File: config.mk
export PLATFORM = sky130hd
export DESIGN_NAME = sqe_jabber_ctrl
export DESIGN_NICKNAME = d
export VERILOG_FILES = /design/src/rtl/sqe_jab_pkg.sv /design/src/rtl/heartbeat_gen.sv /design/src/rtl/jabber_guard.sv /design/src/rtl/sqe_jabber_ctrl.sv
export SDC_FILE = /design/constraint.sdc
export NUM_CORES = 1
export LEC_CHECK = 0
export BUFFER_PORTS_ARGS = -buffer_cell sky130_fd_sc_hd__buf_2
export CORE_MARGIN = 8
export CORE_UTILIZATION = 35
export CTS_BUF_LIST = sky130_fd_sc_hd__clkbuf_8 sky130_fd_sc_hd__clkbuf_16
export DETAILED_ROUTE_END_ITERATION = 8
export GPL_TIMING_DRIVEN = 0
export PLACE_DENSITY = 0.51
export SKIP_LAST_GASP = 1
export SYNTH_ARGS = -nofsm -noshare
export SYNTH_HDL_FRONTEND = slang
export SYNTH_SLANG_ARGS = --single-unit
File: constraint.sdc
create_clock -name clk -period 4.05 [get_ports clk]
set_input_delay 1.215 -clock clk [delete_from_list [all_inputs] [get_ports clk]]
set_output_delay 1.215 -clock clk [all_outputs]
set_load 0.005 [all_outputs]
File: src/rtl/sqe_jab_pkg.sv
package sqe_jab_pkg;
  typedef enum logic [1:0] {
    HB_IDLE  = 2'd0,
    HB_WAIT  = 2'd1,
    HB_PULSE = 2'd2
  } hb_state_t;

  function automatic int max2(input int a, input int b);
    return (a > b) ? a : b;
  endfunction
endpackage

File: src/rtl/heartbeat_gen.sv
module heartbeat_gen
  import sqe_jab_pkg::*;
#(
  parameter int unsigned GAP_CYC   = 25,
  parameter int unsigned WIDTH_CYC = 25
) (
  input  logic clk,
  input  logic rst_n,
  input  logic inhibit,
  input  logic tx_en,
  output logic pulse
);
  localparam int unsigned CW      = $clog2(max2(GAP_CYC, WIDTH_CYC) + 1);
  localparam logic [CW-1:0] GAP_TOP = CW'(GAP_CYC);
  localparam logic [CW-1:0] WID_TOP = CW'(WIDTH_CYC);
  localparam logic [CW-1:0] ONE     = CW'(1);

  hb_state_t     state_q;
  logic [CW-1:0] cnt_q;
  logic          tx_prev_q;
  logic          frame_end;

  assign frame_end = tx_prev_q & ~tx_en;

  always_ff @(posedge clk or negedge rst_n) begin
    if (!rst_n) begin
      state_q   <= HB_IDLE;
      cnt_q     <= '0;
      tx_prev_q <= 1'b0;
    end else if (inhibit) begin
      state_q   <= HB_IDLE;
      cnt_q     <= '0;
      tx_prev_q <= 1'b0;
    end else begin
      tx_prev_q <= tx_en;
      if (frame_end) begin
        // a fresh end of frame always restarts the gap
        state_q <= HB_WAIT;
        cnt_q   <= ONE;
      end else begin
        unique case (state_q)
          HB_WAIT: begin
            if (cnt_q == GAP_TOP) begin
              state_q <= HB_PULSE;
              cnt_q   <= ONE;
            end else begin
              cnt_q <= cnt_q + ONE;
            end
          end
          HB_PULSE: begin
            if (cnt_q == WID_TOP) begin
              state_q <= HB_IDLE;
              cnt_q   <= '0;
            end else begin
              cnt_q <= cnt_q + ONE;
            end
          end
          default: begin
            state_q <= HB_IDLE;
            cnt_q   <= '0;
          end
        endcase
      end
    end
  end

  assign pulse = (state_q == HB_PULSE);
endmodule

File: src/rtl/jabber_guard.sv
module jabber_guard #(
  parameter int unsigned TRIP_CYC    = 500_000,
  parameter int unsigned RELEASE_CYC = 6_250_000
) (
  input  logic clk,
  input  logic rst_n,
  input  logic enable,
  input  logic tx_en,
  output logic locked
);
  localparam int unsigned HW = $clog2(TRIP_CYC + 1);
  localparam int unsigned LW = $clog2(RELEASE_CYC + 1);
  localparam logic [HW-1:0] TRIP_TOP = HW'(TRIP_CYC);
  localparam logic [LW-1:0] REL_TOP  = LW'(RELEASE_CYC);

  logic [HW-1:0] hi_cnt_q;
  logic [LW-1:0] lo_cnt_q;
  logic          locked_q;

  always_ff @(posedge clk or negedge rst_n) begin
    if (!rst_n) begin
      hi_cnt_q <= '0;
      lo_cnt_q <= '0;
      locked_q <= 1'b0;
    end else if (!enable) begin
      hi_cnt_q <= '0;
      lo_cnt_q <= '0;
      locked_q <= 1'b0;
    end else if (!locked_q) begin
      lo_cnt_q <= '0;
      if (!tx_en) begin
        hi_cnt_q <= '0;
      end else if (hi_cnt_q == TRIP_TOP) begin
        locked_q <= 1'b1;
        hi_cnt_q <= '0;
      end else begin
        hi_cnt_q <= hi_cnt_q + HW'(1);
      end
    end else begin
      hi_cnt_q <= '0;
      if (tx_en) begin
        lo_cnt_q <= '0;
      end else if (lo_cnt_q == REL_TOP) begin
        locked_q <= 1'b0;
        lo_cnt_q <= '0;
      end else begin
        lo_cnt_q <= lo_cnt_q + LW'(1);
      end
    end
  end

  assign locked = locked_q;
endmodule

File: src/rtl/sqe_jabber_ctrl.sv
module sqe_jabber_ctrl #(
  parameter int unsigned JAB_LIMIT  = 500_000,
  parameter int unsigned REL_LIMIT  = 6_250_000,
  parameter int unsigned SQE_DELAY  = 25,
  parameter int unsigned SQE_WIDTH  = 25
) (
  input  logic clk,
  input  logic rst_n,
  input  logic speed_10,
  input  logic tx_en,
  output logic col,
  output logic tx_disable,
  output logic jabber
);
  logic locked;
  logic hb_pulse;

  jabber_guard #(
    .TRIP_CYC    (JAB_LIMIT),
    .RELEASE_CYC (REL_LIMIT)
  ) u_guard (
    .clk    (clk),
    .rst_n  (rst_n),
    .enable (speed_10),
    .tx_en  (tx_en),
    .locked (locked)
  );

  heartbeat_gen #(
    .GAP_CYC   (SQE_DELAY),
    .WIDTH_CYC (SQE_WIDTH)
  ) u_hb (
    .clk     (clk),
    .rst_n   (rst_n),
    .inhibit (locked | ~speed_10),
    .tx_en   (tx_en),
    .pulse   (hb_pulse)
  );

  assign col        = locked | hb_pulse;
  assign tx_disable = locked;
  assign jabber     = locked;
endmodule

==> run_results.csv <==
group,metric,value,unit
grt,antenna_found_initial,0,
pwr,switching_share,22.4,%
die,fp.dieH,103,um
clocking,post-cts-setup-buffer-count,0,
grt,grt_pass1_vias,1984,
timing,setup_tns,0,ns
clocking,clock-root-buffer,"clkbuf_8",
placed_design,io_buffer_count,6,
timing,min_period_over_period,63.6,%
drt,wire_per_inst,13.6,um
logic_synthesis,synthAdderAreaFrac,3.76,%
timing,rsz0062_at_grt,"no",
clocking,cts_made_buffers,5,
layout,drive_gt1_share,9.06,%
worst_setup_path,required,2.83,ns
pwr,power_density,307,nW/um^2
logic_synthesis,synth_edf_count,0,
logic_synthesis,synth.cell_area,2670,um^2
clocking,cts.reportedPaths.clkPinSlew,0.10,ns
placed_design,dp_hpwl,3.64,mm
drt,drt_wl_total,5.29,mm
worst_setup_path,startpoint,"u_hb.state_q[0]$_DFFE_PN0P_",
worst_setup_path,critical_path.max_fanout,3,
hold_path,hp-start,"u_guard.lo_cnt_q[0]$_DFF_PN0_",
die,die-area,10700,um^2
worst_setup_path,critPathCaptureType,"output port",
worst_setup_path,r2r_start,"u_guard.lo_cnt_q[0]$_DFF_PN0_",
layout,antenna_cells,0,
grt,grt_max_degree,52,
pwr,p_comb_share,2.4,%
grt,grt_usage,11.1,%
drt,viasPerCell,5.03,
layout,final_common_cell,"dfrtp_1",
logic_synthesis,synth_cell_types,40,
clocking,clock_sinks,51,
pwr,ir_worst_vdd,0.118,mV
drt,firstDrtPassIters,4,
pwr,intPower,0.000700,W
timing,hold_viol_final,0,
placed_design,gp_congestion,0.758,
hold_path,hold_path.class,"flip-flop to flip-flop",
timing,final-max-slew-violation-count,0,
logic_synthesis,synth_top_family_by_area,"simple AND/OR/NAND/NOR gates",
layout,syn_to_final_growth,10.1,%
logic_synthesis,ys.warnings.count,0,
job,drv_cap,0,
die,initial_core_util,35.2,%
die,io_pins,7,
grt,overflow,0,
drt,drt-initial-drc-count,68,
pwr,switchingPower,0.000202,W
pwr,seq_power_share,56.9,%
logic_synthesis,async_reset_ff_share,100,%
timing,setup_viol,0,
worst_setup_path,start_kind,"flip-flop",
pwr,p_leak,1.12,nW
clocking,cts_tree,"built",
drt,ant_nets,0,
logic_synthesis,ys_ff_latch,51,
logic_synthesis,seq_area_frac_synth,47.9,%
placed_design,place_ws,1.55,ns
clocking,ctsResizeCount,0,
clocking,clockBufferDepth,2,
clocking,htree_levels,2,
timing,period_minus_slack,2.58,ns
logic_synthesis,synth-compound-area-share,7.65,%
die,die_w,103,um
layout,final_nets,298,
logic_synthesis,syn_inst,273,
logic_synthesis,avgSynthCellArea,9.76,um^2
timing,slew_headroom,25.3,%
drt,route.detailed.drc,0,
worst_setup_path,critPathArrivalTime,1.36,ns
outcome,outcome,"finished clean",
logic_synthesis,syn-num-nets,285,
timing,finalWorstSetupSlack,1.47,ns
die,rows,32,
logic_synthesis,synth_simple_gate_area_share,27.6,%
timing,timing.fmax,388,MHz
timing,clock_skew,0.0136,ns
pwr,power.share.clock,40.7,%
logic_synthesis,synth_mux_area_share,0.376,%
drt,via_count,1958,
worst_setup_path,worstSetupPathType,"flip-flop to output port",
layout,layout_common_cells,"51 x dfrtp_1, 38 x nor2_1, 18 x nand3_1",
grt,grt_pass1_wl,9.28,mm
timing,worst_pin_slew,1.12,ns
logic_synthesis,synth-xor-area-share,9.53,%
die,core_area,7570,um^2
logic_synthesis,synthFlopType,"dfrtp_1",
clocking,cts_hold_buf,0,
clocking,clock_latency,0.31,ns
-- registers in the layout, summed over array words and instances (netlist names) --
register	flops
u_guard.hi_cnt_q	19
u_hb.cnt_q	5
u_guard.locked	1
u_hb.state_q	2
u_hb.tx_prev_q	1
u_guard.lo_cnt_q	23
-- Yosys cell counts (all sizes together), types with 6 or more instances --
master  count  area [um^2]
ha          8          100
nor4        6         37.5
nor2       38          143
inv        15         56.3
a21oi      15         75.1
nand4      13         87.6
xnor2      16          140
dfrtp      51         1280
xor2       13          114
or4         6         48.8
o21ai       8         40.0
nand3      20          125
nand2       8         30.0
or3         9         56.3
-- per-layer routing --
layer	vias to the layer above	share of wire, %	global-route usage [%]
li1	990	-	-
met1	946	52	14.7
met2	15	44	17.3
met3	7	2.8	2.41
met4	0	1.5	4.56
met5	-	0	0
-- through the flow --
step	hold WS [ns]	utilization [%]	cell area, um^2	instances	total power, W
floorplan	0.491	-	2670	273	0.000530
global placement	0.525	37.3	2820	381	0.000546
detailed placement	0.533	37.3	2820	381	0.000546
CTS	0.546	38.8	2940	389	0.000918
global route	0.574	38.8	2940	389	0.000939
finish	0.539	38.8	2940	389	0.000901
-- critical path, cell delays in order, from the launching register on --
cell,delay [ns]
dfrtp_1,0.36
inv_1,0.05
ha_1,0.21
or2_2,0.29
buf_2,0.13
-- cell type report --
class	instances	area [um^2]
timing repair buffer	6	30.0
tap	102	128
sequential	51	1280
fill	726	4630
inverter	15	56.3
multi-input combinational	201	1300
buffer	6	30.0
clock inverter	3	43.8
clock buffer	5	68.8
-- power by group through the flow --
stage | logic [W] | registers, W | clock network (W)
final | 0.0000217 | 0.000513 | 0.000366
after global routing | 0.0000262 | 0.000514 | 0.000399
after global placement | 0.0000229 | 0.000523 | 0
after detailed placement | 0.0000233 | 0.000523 | 0
after floorplan | 0.00000775 | 0.000523 | 0
after CTS | 0.0000232 | 0.000513 | 0.000382
-- cell families after synthesis --
kind of cell	count (synthesis)
xor+xnor	29
fa+ha+maj	8
buf+inv	21
compound gates	34
flops	51
mux	1
simple gates	129
-- path summary, 6_finish.rpt --
path	end	slack, ns	cells past startpoint
min reg2reg	u_guard.lo_cnt_q[0]$_DFF_PN0_	0.54	1
min	u_guard.lo_cnt_q[0]$_DFF_PN0_	0.54	1
min in group asynchronous	u_guard.hi_cnt_q[18]$_DFF_PN0_	1.11	1
max in group asynchronous	u_guard.lo_cnt_q[8]$_DFF_PN0_	2.23	1
max	col	1.47	4
max reg2reg	u_guard.lo_cnt_q[3]$_DFF_PN0_	1.86	7
(Power assumes the default switching activity.)
